[src/rtl/ackdet_pkg.sv]
package ackdet_pkg;

    // Default geometry of the acknowledge command
    localparam int unsigned ACK_BYTES  = 4;
    localparam int unsigned ACK_BYTE_W = 8;
    localparam logic [ACK_BYTES*ACK_BYTE_W-1:0] ACK_WORD = 32'h4000_0000;
    localparam int unsigned LINK_W     = 2;

    // Register image of the acknowledge latch / consume stage
    typedef struct packed {
        logic pend;   // acknowledge waiting
        logic clr;    // clear-emergency pulse
    } ack_state_t;

endpackage

[src/rtl/ackdet_len_match.sv]
// Tracks the byte position inside the current packet and whether every
// byte so far equals the command pattern; flags a hit on the closing byte
// of a packet of exactly PKT_BYTES matching bytes.
module ackdet_len_match #(
    parameter int unsigned BYTE_W    = 8,
    parameter int unsigned PKT_BYTES = 4,
    parameter logic [PKT_BYTES*BYTE_W-1:0] PATTERN = '0
) (
    input  logic              clk,
    input  logic              rst_n,
    input  logic              vld,
    input  logic [BYTE_W-1:0] data,
    input  logic              last,
    output logic              hit
);
    localparam int unsigned CNT_W = $clog2(PKT_BYTES + 2);
    localparam logic [CNT_W-1:0] SAT_CNT  = CNT_W'(PKT_BYTES + 1);
    localparam logic [CNT_W-1:0] LAST_POS = CNT_W'(PKT_BYTES - 1);

    typedef struct packed {
        logic [CNT_W-1:0] cnt;    // bytes seen so far, saturating
        logic             match;  // all bytes so far equal the pattern
    } pos_state_t;

    pos_state_t st_q, st_d;

    // Pattern bytes, first received byte is the most significant
    logic [BYTE_W-1:0] exp_byte [PKT_BYTES];
    for (genvar g = 0; g < PKT_BYTES; g++) begin : g_exp
        assign exp_byte[g] = PATTERN[(PKT_BYTES-1-g)*BYTE_W +: BYTE_W];
    end

    logic [BYTE_W-1:0] exp_sel;
    logic              in_range;
    logic              byte_ok;
    logic              run_ok;

    always_comb begin
        exp_sel  = '0;
        in_range = 1'b0;
        for (int i = 0; i < PKT_BYTES; i++) begin
            if (st_q.cnt == CNT_W'(i)) begin
                exp_sel  = exp_byte[i];
                in_range = 1'b1;
            end
        end
        byte_ok = in_range && (data == exp_sel);
        run_ok  = st_q.match && byte_ok;
        hit     = vld && last && (st_q.cnt == LAST_POS) && run_ok;

        st_d = st_q;
        if (vld) begin
            if (last) begin
                st_d.cnt   = '0;
                st_d.match = 1'b1;
            end else begin
                st_d.cnt   = (st_q.cnt == SAT_CNT) ? st_q.cnt : st_q.cnt + 1'b1;
                st_d.match = run_ok;
            end
        end
    end

    always_ff @(posedge clk) begin
        if (!rst_n) begin
            st_q.cnt   <= '0;
            st_q.match <= 1'b1;
        end else begin
            st_q <= st_d;
        end
    end

    // the closing byte of a packet restarts the count
    p_restart_r10: assert property (@(posedge clk) disable iff (!rst_n)
        vld && last |=> (st_q.cnt == '0) && st_q.match);

    // the position count never runs past its saturation value
    p_cnt_sat_r3: assert property (@(posedge clk) disable iff (!rst_n)
        st_q.cnt <= SAT_CNT);

    // idle cycles leave the packet position untouched
    p_idle_hold_r11: assert property (@(posedge clk) disable iff (!rst_n)
        !vld |=> $stable(st_q));

    // a packet whose count passed the command length cannot hit
    p_long_reject_r3: assert property (@(posedge clk) disable iff (!rst_n)
        (st_q.cnt >= CNT_W'(PKT_BYTES)) |-> !hit);

endmodule

[src/rtl/ackdet_flag_ctl.sv]
// Latches an acknowledge and consumes it on a periodic check taken in
// emergency, issuing a one-cycle clear pulse.
module ackdet_flag_ctl
    import ackdet_pkg::*;
(
    input  logic clk,
    input  logic rst_n,
    input  logic hit,
    input  logic tick,
    input  logic emerg,
    output logic pend,
    output logic clr
);
    ack_state_t st_q, st_d;
    logic       consume;

    always_comb begin
        consume    = tick && emerg && st_q.pend;
        st_d.clr   = consume;
        // a fresh hit in the consuming cycle stays pending for a later tick
        st_d.pend  = hit || (st_q.pend && !consume);
    end

    always_ff @(posedge clk) begin
        if (!rst_n) begin
            st_q <= '0;
        end else begin
            st_q <= st_d;
        end
    end

    assign pend = st_q.pend;
    assign clr  = st_q.clr;

    // a clear pulse only follows a tick in emergency with a pending ack
    p_clr_cause_r7: assert property (@(posedge clk) disable iff (!rst_n)
        clr |-> $past(tick && emerg && pend));

    // consumption drops the flag and raises the pulse
    p_consume_r7: assert property (@(posedge clk) disable iff (!rst_n)
        tick && emerg && pend && !hit |=> !pend && clr);

    // without a tick in emergency, a pending ack is held
    p_hold_r9: assert property (@(posedge clk) disable iff (!rst_n)
        pend && !(tick && emerg) |=> pend);

    // the flag rises only from a detected packet
    p_rise_r2: assert property (@(posedge clk) disable iff (!rst_n)
        !pend && !hit |=> !pend);

    // with nothing pending, no tick produces a pulse
    p_no_pulse_r8: assert property (@(posedge clk) disable iff (!rst_n)
        !pend |=> !clr);

endmodule

[src/rtl/ackdet_top.sv]
module ack_detect_top
    import ackdet_pkg::*;
#(
    parameter int unsigned BYTE_W    = ACK_BYTE_W,
    parameter int unsigned PKT_BYTES = ACK_BYTES,
    parameter logic [PKT_BYTES*BYTE_W-1:0] CMD_PATTERN = ACK_WORD,
    parameter int unsigned LINK_BITS = LINK_W
) (
    input  logic                 clk,
    input  logic                 rst_n,
    input  logic                 rx_valid,
    input  logic [BYTE_W-1:0]    rx_data,
    input  logic                 rx_last,
    input  logic [LINK_BITS-1:0] link_state,
    input  logic                 emerg_active,
    input  logic                 chk_tick,
    output logic                 ack_pending,
    output logic                 emerg_clear
);
    logic pkt_hit;

    // Detection is independent of the link connection state
    logic link_unused;
    assign link_unused = ^link_state;

    ackdet_len_match #(
        .BYTE_W   (BYTE_W),
        .PKT_BYTES(PKT_BYTES),
        .PATTERN  (CMD_PATTERN)
    ) u_match (
        .clk  (clk),
        .rst_n(rst_n),
        .vld  (rx_valid),
        .data (rx_data),
        .last (rx_last),
        .hit  (pkt_hit)
    );

    ackdet_flag_ctl u_flag (
        .clk  (clk),
        .rst_n(rst_n),
        .hit  (pkt_hit),
        .tick (chk_tick),
        .emerg(emerg_active),
        .pend (ack_pending),
        .clr  (emerg_clear)
    );

    // outputs are idle in the first cycle after reset
    p_reset_idle_r1: assert property (@(posedge clk)
        !rst_n |=> !ack_pending && !emerg_clear);

    // pulse lasts one cycle unless a back-to-back consume follows
    p_pulse_single_r7: assert property (@(posedge clk) disable iff (!rst_n)
        emerg_clear && !ack_pending |=> !emerg_clear);

endmodule

[config.mk]
export PLATFORM = sky130hd
export DESIGN_NAME = ack_detect_top
export DESIGN_NICKNAME = d
export VERILOG_FILES = /design/src/rtl/ackdet_pkg.sv /design/src/rtl/ackdet_len_match.sv /design/src/rtl/ackdet_flag_ctl.sv /design/src/rtl/ackdet_top.sv
export SDC_FILE = /design/constraint.sdc
export NUM_CORES = 1
export LEC_CHECK = 0
export CAP_MARGIN = 10
export CORE_AREA = 10 10 47 49
export CTS_CLUSTER_SIZE = 40
export DETAILED_ROUTE_END_ITERATION = 7
export DIE_AREA = 0 0 57 59
export GPL_TIMING_DRIVEN = 0
export PLACE_DENSITY = 0.59
export SKIP_CTS_REPAIR_TIMING = 1
export SLEW_MARGIN = 0
export SYNTH_ARGS = -nofsm -noshare
export SYNTH_HDL_FRONTEND = slang
export SYNTH_SLANG_ARGS = --single-unit
[constraint.sdc]
create_clock -name clk -period 3.7 [get_ports clk]
set_clock_uncertainty 0.05 [all_clocks]
set_input_delay 1.11 -clock clk [delete_from_list [all_inputs] [get_ports clk]]
set_output_delay 1.11 -clock clk [all_outputs]
set_load 0.05 [all_outputs]
==> results of run 1 <==
-- metrics by stage --
stage / total power [mW] / hold WS, ps / util, % / instance area, µm²
finish: 0.1619 / 410.9 / 42.32 / 593.1
global route: 0.1676 / 448.7 / 42.32 / 593.1
CTS: 0.1637 / 417.3 / 42.32 / 593.1
detailed placement: 0.09894 / 404.3 / 40.71 / 570.5
global placement: 0.09881 / 396.0 / 40.71 / 570.5
floorplan: 0.07966 / 436.0 / - / 400.4
-- state kept, by name, indices dropped and copies added (netlist names) --
| name | count |
|---|---|
| u_match.st_q | 4 |
| u_flag.pend | 1 |
| u_flag.clr | 1 |
-- tightest hold or removal path, cell delays in order (launching register included) --
cell,delay (ps)
dfxtp_1,320
nand2_1,60
nor2_1,40
-- power breakdown --
group	total [mW]	internal, mW	switching (mW)
registers	0.0675	0.0663	0.00127
clock network	0.0643	0.0369	0.0273
logic	0.0301	0.0190	0.0111
-- cell usage after synthesis, drive strengths merged --
| cell | count | area [µm²] |
|---|---|---|
| dfxtp | 6 | 120.1 |
| ha | 5 | 62.56 |
| inv | 5 | 18.77 |
| nand2 | 3 | 11.26 |
| nand3 | 3 | 15.01 |
| o21ai | 3 | 15.01 |
| a21boi | 2 | 15.01 |
| a21oi | 2 | 13.76 |
| nor2 | 2 | 7.510 |
| nor4b | 2 | 30.03 |
| and2b | 1 | 7.510 |
| and3b | 1 | 8.760 |
| nand2b | 1 | 6.260 |
| nand4 | 1 | 6.260 |
| nor3 | 1 | 5.000 |
| nor4 | 1 | 21.27 |
| o211ai | 1 | 7.510 |
| o21a | 1 | 7.510 |
| o221ai | 1 | 15.01 |
| or3 | 1 | 6.260 |
-- kinds of logic (layout without fill, tap and decap cells) --
| group | count (synthesis) | in the layout | synth area share [%] |
|---|---|---|---|
| adders and majority gates | 5 | 5 | 15.63 |
| buffers and inverters | 5 | 23 | 4.688 |
| AOI/OAI and AO/OA | 10 | 10 | 18.43 |
| DFF | 6 | 6 | 30.00 |
| and+or+nand+nor | 17 | 17 | 31.25 |
-- layer usage --
layer / GRT usage, % / up-vias / share of wire [%]
met5: 0 / - / 0
met4: 4.027 / 0 / 2.7
met3: 3.433 / 3 / 8.6
met2: 9.922 / 16 / 43
met1: 6.540 / 156 / 46
li1: - / 190 / -
-- final timing paths --
kind | end | startpoint | depth (start not counted) | slack [ps]
worst min-delay path | u_flag.clr | u_flag.pend | 2 | 410
worst max-delay path | ack_pending | u_flag.pend | 1 | 1120
worst max register to register | u_match.st_q[0] | u_match.st_q[1] | 5 | 2200
worst min register to register | u_flag.clr | u_flag.pend | 2 | 410
-- area by class of cell --
type	count	area share (%)
repair buffers	15	25.32
flip-flops and latches	6	20.25
clock buffers	3	3.797
multi-input cells	32	44.09
inverters	5	3.165
well taps	16	3.376
==> qor.yml, run 1 <==
status: "complete, no violations"
cp.required_ps: 2540
routabilityCongestion: 0.7549
final.period_utilization_pct: 69.77
wire_per_inst_um: 13.12
clock-sinks: 6
core_area_um2: 1401
dieHeight_um: 59
overflow: 0
critPathSlowestCell: "clkdlybuf4s50_1"
worst_path_largest_cell_delay_ps: 820
period_minus_slack_ps: 2582
ios: 18
setup_viol: 0
avgSynthCellArea_um2: 9.311
multi_input_area_um2: 261.5
critPathMaxFanout: 3
grt_pass1_wl_mm: 1.676
grt_pass1_vias: 409
syn_nets: 64
hold_class: "reg2reg"
cts_root_buf: "clkbuf_4"
setup_tns_ps: 0
rsz0062_at_grt: "no"
dr_total_vias: 365
final_cell_mix: "15 x clkdlybuf4s50_1, 6 x dfxtp_1, 5 x inv_1, 5 x ha_1"
hold_viol: 0
peakVddDrop_uv: 152.4
crit_type: "reg2out"
grt_util_all_layers_pct: 6.355
path_cells: "clkdlybuf4s50_1"
crit_family: "buffers and inverters"
ant_nets: 0
drt_iter0_drc: 0
pwr_density_cell_nw_per_um2: 273.0
final_common_cell: "clkdlybuf4s50_1"
regArea_um2: 120.1
dp.cells: 74
numCtsBuffers: 3
cap_viol_max_count: 0
max_freq_ghz: 0.3874
worstPathArrival_ps: 1420
synth_warnings: 0
port_buffers: 15
routed_via_density: 4.740
synth-seq-area-share_pct: 30.00
clkLatencyLatePin_ps: 250
n_antenna_cell: 0
layout_setup_ws_ps: 1118
end_kind: "output port"
slew_headroom_pct: 65.99
cts_tree: "done"
cts_max_path_buffers: 2
tightest_slew_ps: 508.6
syn_area_um2: 400.4
start_kind: "flip-flop"
netlist_instances: 43
final_cells: 77
synth_cell_types: 21
antenna_found_initial: 0
place_ws_ps: 1364
path_buf_inv: 1
initial_core_util_pct: 28.57
drive_gt1_share_pct: 13.11
fin_nets: 84
die-width_um: 57
die_area_um2: 3363
htreeDepth: 1
path_clk_slew_ps: 50
drc: 0
first_pass_iters: 1
grt_max_degree: 8
hpwl_um: 815.2
fill_cells: 155
totalWireLength_mm: 1.010
p_leak_nw: 0.2225
area_growth_pct: 48.13
drv_slew: 0
synth_seq_cells: 6
placementRows: 14
Note: power is estimated with default switching activity, not from simulation.
==> inputs of run 2 (changes only) <==
Settings changed: PLACE_DENSITY 0.59 to 0.61.
Clock period 3.7 ns to 2.3 ns, I/O delays scaled along.
==> run 2 against run 1 <==
Against the previous run: global-route usage down 0.77 points; die area unchanged; sequential share of layout area unchanged; critical endpoint unchanged; routed wire length down 13%; combinational power up 59%; worst hold slack worse by 6.2 ps; cell area unchanged; sequential power up 61%; first-iteration DRC count up 5; power up 56%; flip-flop and latch count unchanged.
==> qor.yml, run 2 (same netlist as run 1, synthesis figures left out) <==
die_area_um2: 3363  # unchanged
dr_total_vias: 360  # -1.4%
routabilityCongestion: 0.7586  # +0.49%
drive_gt1_share_pct: 13.11  # unchanged
crit_family: "buffers and inverters"
hold_viol: 0  # unchanged
initial_core_util_pct: 28.57  # unchanged
min_delay_path_depth: 2  # unchanged
grt_pass1_vias: 369  # -9.8%
hpwl_um: 756.4  # -7.2%
cp.required_ps: 1560  # -980 ps
final_common_cell: "clkdlybuf4s50_1"
numCtsBuffers: 3  # unchanged
critPathSlowestCell: "clkdlybuf4s50_1"
ios: 18  # unchanged
cts_max_path_buffers: 2  # unchanged
r2r_cells: 5  # unchanged
n_antenna_cell: 0  # unchanged
clkLatencyLatePin_ps: 240  # about the same
overflow: 0  # unchanged
final_cells: 77  # unchanged
final.period_utilization_pct: 93.37
routed_via_density: 4.675  # -1.4%
cts_root_buf: "clkbuf_4"
grt_max_degree: 8  # unchanged
hold-path-endpoint: "u_flag.clr"
cap_viol_max_count: 0  # unchanged
worst_path_largest_cell_delay_ps: 820  # about the same
regMostFlops: "u_match.st_q"
r2r_slack_ps: 790  # -1410 ps
grt_pass1_wl_mm: 1.511  # -9.8%
path_cells: "clkdlybuf4s50_1"
antenna_found_initial: 0  # unchanged
core_area_um2: 1401  # unchanged
ant_nets: 0  # unchanged
htreeDepth: 1  # unchanged
end_kind: "output port"
pwr_density_cell_nw_per_um2: 425.3  # +56%
drv_slew: 0  # unchanged
totalWireLength_um: 876  # -13%
dp.cells: 74  # unchanged
largest_reg_flops: 4  # unchanged
peakVddDrop_uv: 217.7  # +43%
path_clk_slew_ps: 50  # about the same
die-width_um: 57  # unchanged
max_freq_ghz: 0.4656
fin_nets: 84  # unchanged
hold_path_startpoint: "u_flag.pend"
critPathMaxFanout: 3  # unchanged
port_buffers: 15  # unchanged
final_cell_mix: "15 x clkdlybuf4s50_1, 6 x dfxtp_1, 5 x inv_1, 5 x ha_1"
placementRows: 14  # unchanged
cts_tree: "done"
setup_viol: 0  # unchanged
fill_cells: 154  # -0.65%
area_growth_pct: 48.13  # unchanged
slew_headroom_pct: 65.28  # -0.71 points
period_minus_slack_ps: 2148
setup_tns_ps: 0  # unchanged
path_buf_inv: 1  # unchanged
dieHeight_um: 59  # unchanged
hold_class: "reg2reg"
drt_iter0_drc: 5  # +5
grt_util_all_layers_pct: 5.584  # -0.77 points
tightest_slew_ps: 519.2  # +10.65 ps
worstPathArrival_ps: 1410  # about the same
status: "complete, no violations"
r2r_end: "u_match.st_q[0]"
first_pass_iters: 2  # +1
wire_per_inst_um: 11.38  # -13%
p_leak_nw: 0.2225  # unchanged
start_kind: "flip-flop"
r2r-start: "u_match.st_q[1]"
rsz0062_at_grt: "no"
drc: 0  # unchanged
clock-sinks: 6  # unchanged
crit_type: "reg2out"
[run 2: power by group]
part,total (mW),internal [mW],switching (mW)
clock network,0.0957,0.0590,0.0368
logic,0.0478,0.0305,0.0173
registers,0.109,0.107,0.00198
total,0.252,0.196,0.0560
[run 2: area by class of cell]
class / count / area (µm²) / area share (%)
clock buffers: 3 / 22.52 / 3.797
inverters: 5 / 18.77 / 3.165
multi-input cells: 32 / 261.5 / 44.09
flip-flops and latches: 6 / 120.1 / 20.25
well taps: 16 / 20.02 / 3.376
repair buffers: 15 / 150.1 / 25.32
[run 2: layer usage]
metal / part of all wire, % / GRT usage (%) / vias to the layer above / wire [µm]
li1: - / - / 191 / -
met1: 47 / 6.086 / 158 / 411
met2: 43 / 7.752 / 11 / 380
met3: 9.5 / 3.433 / 0 / 83
met4: 0 / 4.027 / 0 / 0
met5: 0 / 0 / - / 0
[run 2: worst reg2reg max path, delay by kind of cell, from the launching register on]
kind | cells | cell delay (ps)
AOI/OAI and AO/OA | 2 | 250
DFF | 1 | 380
adders and majority gates | 1 | 230
and+or+nand+nor | 1 | 390
buffers and inverters | 1 | 90
[run 2: worst max path at each step]
| stage | start | to | slack, ps | depth (start not counted) |
|---|---|---|---|---|
| 6_report | u_flag.pend | ack_pending | 150 | 1 |
| 5_1_grt | u_flag.pend | ack_pending | 110 | 1 |
| 4_1_cts | u_flag.pend | ack_pending | 140 | 1 |
| 3_5_place_dp | rx_data[6] | u_match.st_q[0] | 390 | 4 |
| 3_3_place_gp | rx_data[6] | u_match.st_q[0] | 380 | 4 |
| 2_1_floorplan | rx_data[6] | u_match.st_q[0] | 850 | 3 |
[run 2: per-stage QoR]
step	hold WS [ps]	cell area [µm²]	power (mW)	util [%]	worst slack [ps]
2_1_floorplan	436.0	400.4	0.1282	-	847.5
3_3_place_gp	394.1	570.5	0.1588	40.71	378.9
3_5_place_dp	393.1	570.5	0.1591	40.71	388.9
4_1_cts	404.6	593.1	0.2599	42.32	136.3
5_1_grt	437.7	593.1	0.2684	42.32	105.1
6_report	404.6	593.1	0.2522	42.32	152.4
